==> src/rtl/round_pkg.sv <==
package round_pkg;

  typedef enum logic [1:0] {
    RM_NEAR_UP   = 2'd0,
    RM_NEAR_EVEN = 2'd1,
    RM_TRUNC     = 2'd2,
    RM_ODD       = 2'd3
  } rnd_mode_e;

endpackage

==> src/rtl/round_shift_masks.sv <==
// Turns a shift distance into three bit-select masks over the operand:
// the bits strictly below the half bit, the half bit, and the retained bit.
module round_shift_masks #(
  parameter int DATA_W  = 64,
  parameter int SHIFT_W = 7
) (
  input  logic [SHIFT_W-1:0] shamt,
  output logic [DATA_W-1:0]  below_mask,
  output logic [DATA_W-1:0]  half_sel,
  output logic [DATA_W-1:0]  keep_sel
);

  for (genvar i = 0; i < DATA_W; i++) begin : g_bit
    // bit i lies below the half bit when i < shamt-1, i.e. i+1 < shamt
    assign below_mask[i] = ({1'b0, shamt} > (SHIFT_W+1)'(i + 1));
    assign half_sel[i]   = (shamt == SHIFT_W'(i + 1));
    assign keep_sel[i]   = (shamt == SHIFT_W'(i));
  end

endmodule

==> src/rtl/round_tap_reduce.sv <==
// AND-masks the operand and OR-reduces each field into one decision bit.
module round_tap_reduce #(
  parameter int DATA_W = 64
) (
  input  logic [DATA_W-1:0] operand,
  input  logic [DATA_W-1:0] below_mask,
  input  logic [DATA_W-1:0] half_sel,
  input  logic [DATA_W-1:0] keep_sel,
  output logic              keep_bit,
  output logic              half_bit,
  output logic              low_sticky
);

  always_comb begin
    keep_bit   = |(operand & keep_sel);
    half_bit   = |(operand & half_sel);
    low_sticky = |(operand & below_mask);
  end

endmodule

==> src/rtl/round_mode_decide.sv <==
// Applies the selected rounding rule to the three decision bits.
module round_mode_decide
  import round_pkg::*;
(
  input  logic       shift_ok,
  input  logic [1:0] rnd_mode,
  input  logic       keep_bit,
  input  logic       half_bit,
  input  logic       low_sticky,
  output logic       incr
);

  rnd_mode_e mode_q;
  logic      rule_out;

  always_comb begin
    mode_q = rnd_mode_e'(rnd_mode);
    unique case (mode_q)
      RM_NEAR_UP:   rule_out = half_bit;
      RM_NEAR_EVEN: rule_out = half_bit & (low_sticky | keep_bit);
      RM_ODD:       rule_out = ~keep_bit & (half_bit | low_sticky);
      default:      rule_out = 1'b0;
    endcase
    incr = shift_ok & rule_out;
  end

  always_comb begin
    if (mode_q == RM_TRUNC) begin
      AST_TRUNC_NEVER_BUMPS: assert (incr == 1'b0);
    end
    if (incr && mode_q == RM_NEAR_EVEN) begin
      AST_EVEN_NEEDS_HALF: assert (half_bit);
    end
  end

endmodule

==> src/rtl/round_incr_decider.sv <==
// Top: rounding increment decision for a variable right shift.
module round_incr_decider
  import round_pkg::*;
#(
  parameter int DATA_W  = 64,
  parameter int SHIFT_W = $clog2(DATA_W + 1)
) (
  input  logic [DATA_W-1:0]  operand,
  input  logic [SHIFT_W-1:0] shamt,
  input  logic [1:0]         rnd_mode,
  output logic               incr
);

  localparam logic [SHIFT_W-1:0] MAX_SHIFT = SHIFT_W'(DATA_W);

  logic [DATA_W-1:0] below_mask;
  logic [DATA_W-1:0] half_sel;
  logic [DATA_W-1:0] keep_sel;
  logic              keep_bit;
  logic              half_bit;
  logic              low_sticky;
  logic              shift_ok;

  assign shift_ok = (shamt != '0) && (shamt <= MAX_SHIFT);

  round_shift_masks #(.DATA_W(DATA_W), .SHIFT_W(SHIFT_W)) u_masks (
    .shamt      (shamt),
    .below_mask (below_mask),
    .half_sel   (half_sel),
    .keep_sel   (keep_sel)
  );

  round_tap_reduce #(.DATA_W(DATA_W)) u_taps (
    .operand    (operand),
    .below_mask (below_mask),
    .half_sel   (half_sel),
    .keep_sel   (keep_sel),
    .keep_bit   (keep_bit),
    .half_bit   (half_bit),
    .low_sticky (low_sticky)
  );

  round_mode_decide u_decide (
    .shift_ok   (shift_ok),
    .rnd_mode   (rnd_mode),
    .keep_bit   (keep_bit),
    .half_bit   (half_bit),
    .low_sticky (low_sticky),
    .incr       (incr)
  );

  // Port-level cross checks using direct indexing, independent of the masks
  always_comb begin
    automatic int s = int'(shamt);
    if (s == 0) begin
      AST_ZERO_SHIFT_QUIET: assert (incr == 1'b0);
    end
    if (s > DATA_W) begin
      AST_OVER_SHIFT_QUIET: assert (incr == 1'b0);
    end
    if (s >= 1 && s <= DATA_W && rnd_mode == 2'd0) begin
      AST_NEAR_UP_HALF: assert (incr == operand[s-1]);
    end
    if (s >= 1 && s < DATA_W && rnd_mode == 2'd3 && incr) begin
      AST_ODD_KEEP_EVEN: assert (operand[s] == 1'b0);
    end
    if (s == DATA_W && rnd_mode == 2'd3) begin
      AST_FULL_SHIFT_JAM: assert (incr == (|operand));
    end
  end

endmodule

==> config.mk <==
export PLATFORM = sky130hd
export DESIGN_NAME = round_incr_decider
export DESIGN_NICKNAME = d
export VERILOG_FILES = /design/src/rtl/round_pkg.sv /design/src/rtl/round_shift_masks.sv /design/src/rtl/round_tap_reduce.sv /design/src/rtl/round_mode_decide.sv /design/src/rtl/round_incr_decider.sv
export SDC_FILE = /design/constraint.sdc
export NUM_CORES = 1
export LEC_CHECK = 0
export ABC_AREA = 1
export BUFFER_PORTS_ARGS = -buffer_cell sky130_fd_sc_hd__buf_2
export CORE_MARGIN = 4
export CORE_UTILIZATION = 50
export DETAILED_ROUTE_END_ITERATION = 10
export PLACE_DENSITY = 0.85
export SLEW_MARGIN = 20
export SYNTH_ARGS = -nofsm -noshare
export SYNTH_HDL_FRONTEND = slang
export SYNTH_HIERARCHICAL = 1
export SYNTH_SLANG_ARGS = --single-unit
==> constraint.sdc <==
create_clock -name vclk -period 2.05
set_input_delay 0.1025 -clock vclk [all_inputs]
set_output_delay 0.1025 -clock vclk [all_outputs]
set_load 0.02 [all_outputs]
==> results.sh, run 1 <==
export IMPL_outcome="finished, violations left"
export IMPL_violations="setup timing"
export IMPL_relSlewSlack_pct=76.49
export IMPL_critPathTopFamily="simple AND/OR/NAND/NOR gates"
export IMPL_grt_overflow=0
export IMPL_ys_seq_area_share_pct=0
export IMPL_critPathBufInv=6
export IMPL_n_clock_buffer=0
export IMPL_area_growth_syn_to_layout_pct=30.78
export IMPL_ys_warnings_count=6
export IMPL_dr_pass1_iters=8
export IMPL_p_per_area_mw_per_mm2=158.0
export IMPL_cp_start_kind="primary input"
export IMPL_place_area_sq_mm=0.003477
export IMPL_tightest_slew_ns=0.3489
export IMPL_wl_microns=13250
export IMPL_grt_pass1_vias=3978
export IMPL_layout_setup_ws_ns=-0.01977
export IMPL_slew_viol_final=0
export IMPL_grt_usage_pct=31.42
export IMPL_die_height_microns=86.51
export IMPL_io_pins=74
export IMPL_numPortBuffers=74
export IMPL_drc=0
export IMPL_critPathRequiredTime_ns=1.95
export IMPL_worstSetupEndpoint="incr"
export IMPL_die_x_microns=86.51
export IMPL_mostFrequentLayoutCells="nand2_1, nor2_1, buf_2"
export IMPL_regArea_sq_um=0
export IMPL_syn_area_per_cell_sq_um=4.499
export IMPL_cp_depth=19
export IMPL_hold_class="in -> out"
export IMPL_seq_cell_count=0
export IMPL_fin_crit_sh_pct=101.0
export IMPL_grt_max_degree=12
export IMPL_p_leak_nw=2.127
export IMPL_fmax_mhz=483.1
export IMPL_critPathLaunch="shamt[5]"
export IMPL_fin_setup_tns_ns=-0.01977
export IMPL_worstPathCellList="buf_2 > buf_6 > nor2_2 > buf_6 > nand2_2 > nor2_1 > buf_4 > nand2_1 > nand4_1 > nor2_1 > nand2_1 > nor2_2 > nand2_1 > inv_2 > nand2_1 > nand2_1 > nand2_1 > a21oi_2 > buf_6"
export IMPL_wire_per_inst_microns=15.84
export IMPL_syn_inst=685
export IMPL_syn_nets=758
export IMPL_final_common_cell="nand2_1"
export IMPL_utilization_pct=67.67
export IMPL_final_min_clock_period_ns=2.070
export IMPL_hold_viol_final=0
export IMPL_cp_max_fo=7
export IMPL_syn_area_sq_mm=0.003082
export IMPL_finalSetupViolations=1
export IMPL_dieArea_sq_mm=0.007483
export IMPL_rows=28
export IMPL_crit_arrival_ns=1.97
export IMPL_grt_pass1_wl_microns=18760
export IMPL_crit_type="in -> out"
export IMPL_crit_path_top_delay_cell="nor2_1"
export IMPL_gp_congestion=1.098
export IMPL_peakVddDrop_v=0.0001354
export IMPL_n_antenna_cell=0
export IMPL_max_stage_delay_ns=0.16
export IMPL_via_per_inst=5.603
export IMPL_stdcell_area_sq_mm=0.004030
export IMPL_synth_distinct_cells=22
export IMPL_initial_core_util_pct=51.74
export IMPL_drv_cap=0
export IMPL_cp_end_kind="output pin"
export IMPL_antenna_found_initial=0
export IMPL_crit_top_cell="nand2_1"
export IMPL_drive_above_1_share_pct=34.17
export IMPL_vias=4684
export IMPL_fp_coreArea_sq_mm=0.005956
export IMPL_dp_hpwl_microns=9959
export IMPL_drt_iter0_drc=592
export IMPL_num_nets_final=836
export IMPL_ant_nets=0
## cell type report
type	count	area, sq um
Timing Repair Buffer	147	994.7
Multi-Input combinational cell	547	2663
Tap cell	75	93.84
Timing Repair inverter	1	6.256
Fill cell	564	1926
Inverter	66	272.8
## report_power, final
group	leakage [nW]	switching [W]	internal [W]
Sequential	0	0	0
Clock	0	0	0
Combinational	2.13	0.000394	0.000243
Total	2.13	0.000394	0.000243
## cells in the mapped netlist
| cell | count | area [sq um] |
|---|---|---|
| nand3_1 | 6 | 30.03 |
| buf_4 | 67 | 503.0 |
| nor2_2 | 4 | 25.02 |
| nor2_1 | 115 | 431.7 |
| inv_4 | 1 | 6.260 |
| nand2_4 | 4 | 45.04 |
| nor2_4 | 4 | 45.04 |
| o21ai_0 | 23 | 115.1 |
| o21ai_1 | 2 | 10.01 |
| a21oi_2 | 1 | 8.760 |
| inv_1 | 58 | 217.7 |
| nand4_1 | 30 | 187.7 |
| nand2_1 | 344 | 1291 |
| nand2_2 | 6 | 37.54 |
| nor2_8 | 1 | 20.02 |
| nor3_2 | 2 | 20.02 |
| nor3_1 | 3 | 15.01 |
| clkbuf_1 | 1 | 3.750 |
| buf_6 | 2 | 22.52 |
| inv_2 | 7 | 26.28 |
| a21oi_1 | 2 | 10.01 |
| buf_2 | 2 | 10.01 |
## per-stage QoR
step	power, W	hold WS [ns]	std cells	worst slack [ns]
after floorplan	0.0002564	0.3622	685	0.2847
after global placement	0.0005089	0.5977	823	-0.06150
after detailed placement	0.0005056	0.6066	823	-0.1012
after CTS	0.0005120	0.6072	823	0.0008737
after global routing	0.0006795	0.6244	836	-0.1354
final	0.0006368	0.5859	836	-0.01977
## repair_timing
item,CTS,global route
setup buffers,0,11
setup endpoints to repair,1,1
pin swaps,0,30
hold buffers,0,0
resized for setup,10,137
cloned,0,2
## routing by layer
metal  vias to the layer above  track usage [%]  part of all wire, %
li1                       2194                -                    -
met2                       390            51.18                   43
met4                         0            12.89                  7.2
met3                       110            2.376                   13
met5                         -                0                    0
met1                      1990            42.61                   37
## worst min path at each step
stage | from | end | slack (ns) | cells after the start
floorplan | rnd_mode[1] | incr | 0.36 | 3
detailed placement | rnd_mode[1] | incr | 0.61 | 5
finish | rnd_mode[1] | incr | 0.59 | 5
global placement | rnd_mode[1] | incr | 0.60 | 5
CTS | rnd_mode[1] | incr | 0.61 | 5
global route | rnd_mode[1] | incr | 0.62 | 5
## cells by family after synthesis
logic type	synth area share [%]
and+or+nand+nor	69.71
buffers and inverters	25.62
AOI/OAI and AO/OA	4.669
Power figures use the tool's default switching activity.
==> run 2, diff against run 1 <==
--- a/config.mk
+++ b/config.mk
@@ -8,9 +8,10 @@
 export ABC_AREA = 1
 export BUFFER_PORTS_ARGS = -buffer_cell sky130_fd_sc_hd__buf_2
 export CORE_MARGIN = 4
-export CORE_UTILIZATION = 50
+export CORE_UTILIZATION = 30
 export DETAILED_ROUTE_END_ITERATION = 10
-export PLACE_DENSITY = 0.85
+export PLACE_DENSITY = 0.6
+export SETUP_SLACK_MARGIN = 0.1
 export SLEW_MARGIN = 20
 export SYNTH_ARGS = -nofsm -noshare
 export SYNTH_HDL_FRONTEND = slang
==> run 2 against run 1 <==
  * The run now ends clean
  * Setup slack better by 0.086 ns
  * Core utilization decreased by 25 points
  * Combinational power is 2% higher
  * Critical endpoint unchanged
  * Largest power group unchanged
  * Highest routed layer unchanged
==> results.sh, run 2 (same netlist as run 1, synthesis figures left out) <==
export IMPL_seqPwrFrac_pct=0
export IMPL_crit_path_top_delay_cell="nor2_1"
export IMPL_drv_cap=0
export IMPL_wl_microns=13640
export IMPL_clkPwrFrac_pct=0
export IMPL_tightest_slew_ns=0.2482
export IMPL_rows=36
export IMPL_num_nets_final=854
export IMPL_final_common_cell="nand2_1"
export IMPL_seq_cell_count=0
export IMPL_top_layer="met4"
export IMPL_dp_hpwl_microns=11110
export IMPL_hold_viol_final=0
export IMPL_fin_setup_tns_ns=0
export IMPL_m1WireLength_microns=5685
export IMPL_area_growth_syn_to_layout_pct=37.52
export IMPL_vias=4429
export IMPL_antenna_found_initial=0
export IMPL_worstPathCellList="buf_12 > buf_6 > buf_6 > buf_6 > nand2_8 > buf_4 > nor2_1 > nand2_1 > nand4_1 > nor2_1 > nand2_1 > nor2_2 > nand2_1 > inv_1 > nand2_1 > nand2_1 > nand2_1 > a21oi_2 > buf_6"
export IMPL_holdWs_ns=0.5745
export IMPL_fp_coreArea_sq_mm=0.009910
export IMPL_wire_per_inst_microns=14.95
export IMPL_swShare_pct=59.58
export IMPL_crit_top_cell="nand2_1"
export IMPL_gp_congestion=1.023
export IMPL_n_clock_buffer=0
export IMPL_cp_start_kind="primary input"
export IMPL_n_antenna_cell=0
export IMPL_grt_max_degree=12
export IMPL_hold_start="rnd_mode[1]"
export IMPL_utilization_pct=42.77
export IMPL_grt_usage_pct=21.98
export IMPL_dr_pass1_iters=5
export IMPL_fmax_mhz=504.2
export IMPL_p_int_w=0.0002626
export IMPL_relSlewSlack_pct=83.40
export IMPL_grt_pass1_wl_microns=20440
export IMPL_dieArea_sq_mm=0.01196
export IMPL_p_comb_share_pct=100.0
export IMPL_rsz0062_at_grt="true"
export IMPL_max_stage_delay_ns=0.14
export IMPL_final_min_clock_period_ns=1.984
export IMPL_peakVddDrop_v=0.0001073
export IMPL_p_sw_w=0.0003872
export IMPL_wl_met3_microns=1235
export IMPL_fin_crit_sh_pct=96.76
export IMPL_via_per_inst=4.856
export IMPL_finalPower_w=0.0006498
export IMPL_hold_end="incr"
export IMPL_drive_above_1_share_pct=35.17
export IMPL_drt_iter0_drc=382
export IMPL_die_x_microns=109.4
export IMPL_finalSetupViolations=0
export IMPL_slew_viol_final=0
export IMPL_place_ws_ns=-0.2455
export IMPL_numPortBuffers=74
export IMPL_die_height_microns=109.4
export IMPL_cp_end_kind="output pin"
export IMPL_crit_arrival_ns=1.88
export IMPL_mostFrequentLayoutCells="nand2_1, buf_4, buf_2"
export IMPL_drc=0
export IMPL_grt_pass1_vias=3979
export IMPL_outcome="finished, final reports clean"
export IMPL_cp_max_fo=6
export IMPL_p_leak_nw=2.220
export IMPL_hold_class="in -> out"
export IMPL_wl_met2_microns=6262
export IMPL_layout_setup_ws_ns=0.06647
export IMPL_ant_nets=0
export IMPL_regArea_sq_um=0
export IMPL_critPathRequiredTime_ns=1.95
export IMPL_fillers=1121
export IMPL_initial_core_util_pct=31.10
export IMPL_io_pins=74
export IMPL_grt_overflow=0
export IMPL_crit_type="in -> out"
export IMPL_min_path_cells=5
export IMPL_p_per_area_mw_per_mm2=153.3
-- run 2: critical path: cells and delay by family --
| kind | cells | cell delay, ns |
|---|---|---|
| compound gates | 1 | 0.12 |
| buf+inv | 7 | 0.77 |
| simple gates | 11 | 0.87 |
-- run 2: layout make-up --
| class | instances | area, sq um | share of cell area, % |
|---|---|---|---|
| tap | 133 | 166.4 | 3.927 |
| multi-input combinational | 548 | 2645 | 62.42 |
| timing repair buffer | 165 | 1161 | 27.40 |
| inverter | 66 | 265.3 | 6.259 |
-- run 2: how the worst max path moves through the flow --
stage          startpoint  cells past startpoint  endpoint  slack [ns]
2_1_floorplan    shamt[3]                     19      incr        0.28
5_1_grt          shamt[4]                     19      incr       -0.04
3_3_place_gp     shamt[1]                     19      incr       -0.28
6_report         shamt[4]                     19      incr        0.07
3_5_place_dp     shamt[1]                     19      incr       -0.25
4_1_cts          shamt[2]                     19      incr        0.10
-- run 2: power groups by stage --
stage	logic, W	registers, W	clock network [W]
final	0.000650	0	0
after global routing	0.000704	0	0
after CTS	0.000589	0	0
after detailed placement	0.000528	0	0
after global placement	0.000530	0	0
after floorplan	0.000256	0	0
-- run 2: metal layers --
layer | vias up | track usage [%]
li1 | 2233 | -
met1 | 1956 | 30.96
met2 | 207 | 36.18
met3 | 33 | 1.820
met4 | 0 | 5.343
met5 | - | 0
-- run 2: what timing repair did --
item | 4_1_cts | 5_1_grt
cloned | 0 | 1
pin swaps | 24 | 27
buffers inserted | 6 | 8
gates resized for setup | 84 | 63
hold buffers | 0 | 0
setup endpoints to repair | 1 | 1
-- run 2: through the flow --
| step | instances | area [sq um] |
|---|---|---|
| final | 912 | 4238 |
| after global routing | 912 | 4238 |
| after CTS | 903 | 3974 |
| after detailed placement | 897 | 3657 |
| after global placement | 897 | 3657 |
| after floorplan | 685 | 3082 |
==> run 3, diff against run 2 <==
--- a/config.mk
+++ b/config.mk
@@ -10,10 +10,9 @@
 export CORE_MARGIN = 4
 export CORE_UTILIZATION = 30
 export DETAILED_ROUTE_END_ITERATION = 10
-export PLACE_DENSITY = 0.6
+export PLACE_DENSITY = 0.61
 export SETUP_SLACK_MARGIN = 0.1
 export SLEW_MARGIN = 20
 export SYNTH_ARGS = -nofsm -noshare
 export SYNTH_HDL_FRONTEND = slang
-export SYNTH_HIERARCHICAL = 1
 export SYNTH_SLANG_ARGS = --single-unit
==> run 3 against run 2 <==
  * Synthesized cell count down 9.9%
  * Sequential cell count unchanged
  * Sequential share of layout area unchanged
  * Combinational power down 4.3%
  * Maximum frequency down 2.2%
  * Non-clock buffer count down 14
  * Cell area down 8.0%
  * Die area down 13%
  * Cell count down 5.2%
  * Core utilization up 2.1 points
  * Wire length down 10%
  * Power down 4.2%
==> results.sh, run 3 <==
export IMPL_numPortBuffers=74
export IMPL_vias=4404
export IMPL_regArea_sq_um=0
export IMPL_p_comb_share_pct=100.0
export IMPL_wl_microns=12250
export IMPL_relSlewSlack_pct=59.49
export IMPL_seqPwrFrac_pct=0
export IMPL_p_per_area_mw_per_mm2=159.7
export IMPL_multiInputGateArea_sq_mm=0.002576
export IMPL_initial_core_util_pct=30.57
export IMPL_syn_area_sq_mm=0.002653
export IMPL_crit_arrival_ns=1.92
export IMPL_hold_viol_final=0
export IMPL_ys_seq_area_share_pct=0
export IMPL_outcome="finished, final reports clean"
export IMPL_p_leak_nw=2.210
export IMPL_seq_cell_count=0
export IMPL_p_sw_w=0.0003670
export IMPL_drt_iter0_drc=473
export IMPL_ant_nets=0
export IMPL_grt_max_degree=12
export IMPL_die_height_microns=102.0
export IMPL_clkPwrFrac_pct=0
export IMPL_crit_path_top_delay_cell="nor2_4"
export IMPL_critPathTopFamily="simple AND/OR/NAND/NOR gates"
export IMPL_dr_pass1_iters=5
export IMPL_syn_area_per_cell_sq_um=4.299
export IMPL_dp_hpwl_microns=10110
export IMPL_stdcell_area_sq_mm=0.003897
export IMPL_grt_pass1_vias=4013
export IMPL_antenna_found_initial=0
export IMPL_ys_warnings_count=0
export IMPL_fmax_mhz=493.3
export IMPL_num_nets_final=832
export IMPL_synth_distinct_cells=22
export IMPL_synth_area_leaders="nand2_1, nor2_1, nand3_1"
export IMPL_holdBufCountCts=0
export IMPL_critPathBufInv=5
export IMPL_peakVddDrop_v=0.00006647
export IMPL_n_antenna_cell=0
export IMPL_swShare_pct=58.95
export IMPL_dieArea_sq_mm=0.01041
export IMPL_worstPathCellList="buf_12 > buf_6 > nor2_4 > buf_6 > nand3_1 > nand3_1 > nand2_2 > nor2_2 > nand2_1 > nor2_1 > nand2_1 > nor2_2 > nand2_1 > nand2_1 > nand3_1 > nand2_1 > inv_1 > buf_6"
export IMPL_syn_inst=617
export IMPL_yosysTopAreaCellShare_pct=45.28
export IMPL_max_stage_delay_ns=0.26
export IMPL_crit_type="in -> out"
export IMPL_p_int_w=0.0002555
export IMPL_drv_cap=0
export IMPL_utilization_pct=44.91
export IMPL_io_pins=74
export IMPL_grt_overflow=0
export IMPL_hold_class="in -> out"
export IMPL_synth_commonest_cells="nand2_1, nor2_1, nand3_1"
export IMPL_drc=0
export IMPL_place_area_sq_mm=0.003547
export IMPL_cp_max_fo=7
export IMPL_cp_end_kind="output pin"
export IMPL_tightest_slew_ns=0.6054
export IMPL_cp_start_kind="primary input"
export IMPL_fillers=995
export IMPL_fin_cells=865
export IMPL_critPathRequiredTime_ns=1.95
export IMPL_synth_most_common_cell="nand2_1"
export IMPL_final_common_cell="nand2_1"
export IMPL_mostFrequentLayoutCells="nand2_1, nor2_1, nand3_1, buf_4, buf_2"
export IMPL_syn_nets=690
export IMPL_wire_per_inst_microns=14.16
export IMPL_grt_pass1_wl_microns=19450
export IMPL_via_per_inst=5.091
export IMPL_fp_coreArea_sq_mm=0.008678
export IMPL_grt_usage_pct=23.06
export IMPL_slew_viol_final=0
export IMPL_area_growth_syn_to_layout_pct=46.93
export IMPL_crit_top_cell="nand2_1"
export IMPL_rsz0062_at_grt="true"
export IMPL_drive_above_1_share_pct=30.25
export IMPL_rows=34
export IMPL_n_clock_buffer=0
export IMPL_finalSetupViolations=0
export IMPL_gp_congestion=1.062
export IMPL_yosysTopAreaCell="nand2_1"
export IMPL_fin_crit_sh_pct=98.89
export IMPL_dp_cells=849
export IMPL_final_min_clock_period_ns=2.027
export IMPL_die_x_microns=102.0
-- run 3: power by group through the flow --
stage | combinational [W] | clock, W | sequential (W)
after global placement | 0.000537 | 0 | 0
after global routing | 0.000678 | 0 | 0
after detailed placement | 0.000533 | 0 | 0
after CTS | 0.000584 | 0 | 0
final | 0.000622 | 0 | 0
after floorplan | 0.000278 | 0 | 0
-- run 3: cells by family (layout without fill, tap and decap cells) --
logic type,count (synthesis),count (layout),synth area share [%]
AO/OA/AOI/OAI,31,31,6.132
buffers and inverters,41,181,7.877
AND/OR/NAND/NOR,545,545,85.99
-- run 3: per-layer routing --
metal  track usage [%]  wire, microns  vias up  part of all wire, %
li1                  -              -     2211                    -
met1             31.05           4972     1868                   41
met2             39.53           5550      281                   45
met3             1.433           1306       44                   11
met4             6.761            416        0                  3.4
met5                 0              0        -                    0
-- run 3: tightest hold or removal path, delay by kind of cell --
kind / cells / cell delay, ns
buffers and inverters: 3 / 0.25
and+or+nand+nor: 2 / 0.13
-- run 3: final cells by class --
type / count / area share [%]
multi-input cells: 576 / 66.10
repair buffers: 151 / 27.26
well taps: 108 / 3.467
inverters: 30 / 3.178
-- run 3: repair_timing --
action | CTS | global route
gates resized for setup | 51 | 19
setup endpoints to repair | 1 | 1
endpoints found under the hold margin | 0 | 0
pin swaps | 20 | 19
setup buffers | 9 | 7
-- run 3: final timing paths --
check | startpoint | endpoint | slack [ns] | cells past startpoint
setup / recovery | shamt[3] | incr | 0.02 | 18
hold / removal | rnd_mode[0] | incr | 0.58 | 5
-- run 3: stage by stage --
step           hold slack [ns]  worst slack, ns   TNS, ns  total power [W]
6_report                0.5766          0.02269         0        0.0006225
5_1_grt                 0.6220         -0.08812  -0.08812        0.0006782
3_5_place_dp            0.5963         -0.08361  -0.08361        0.0005332
2_1_floorplan           0.3997           0.4576         0        0.0002784
3_3_place_gp            0.6033          -0.1162   -0.1162        0.0005372
4_1_cts                 0.5918          0.09480         0        0.0005841
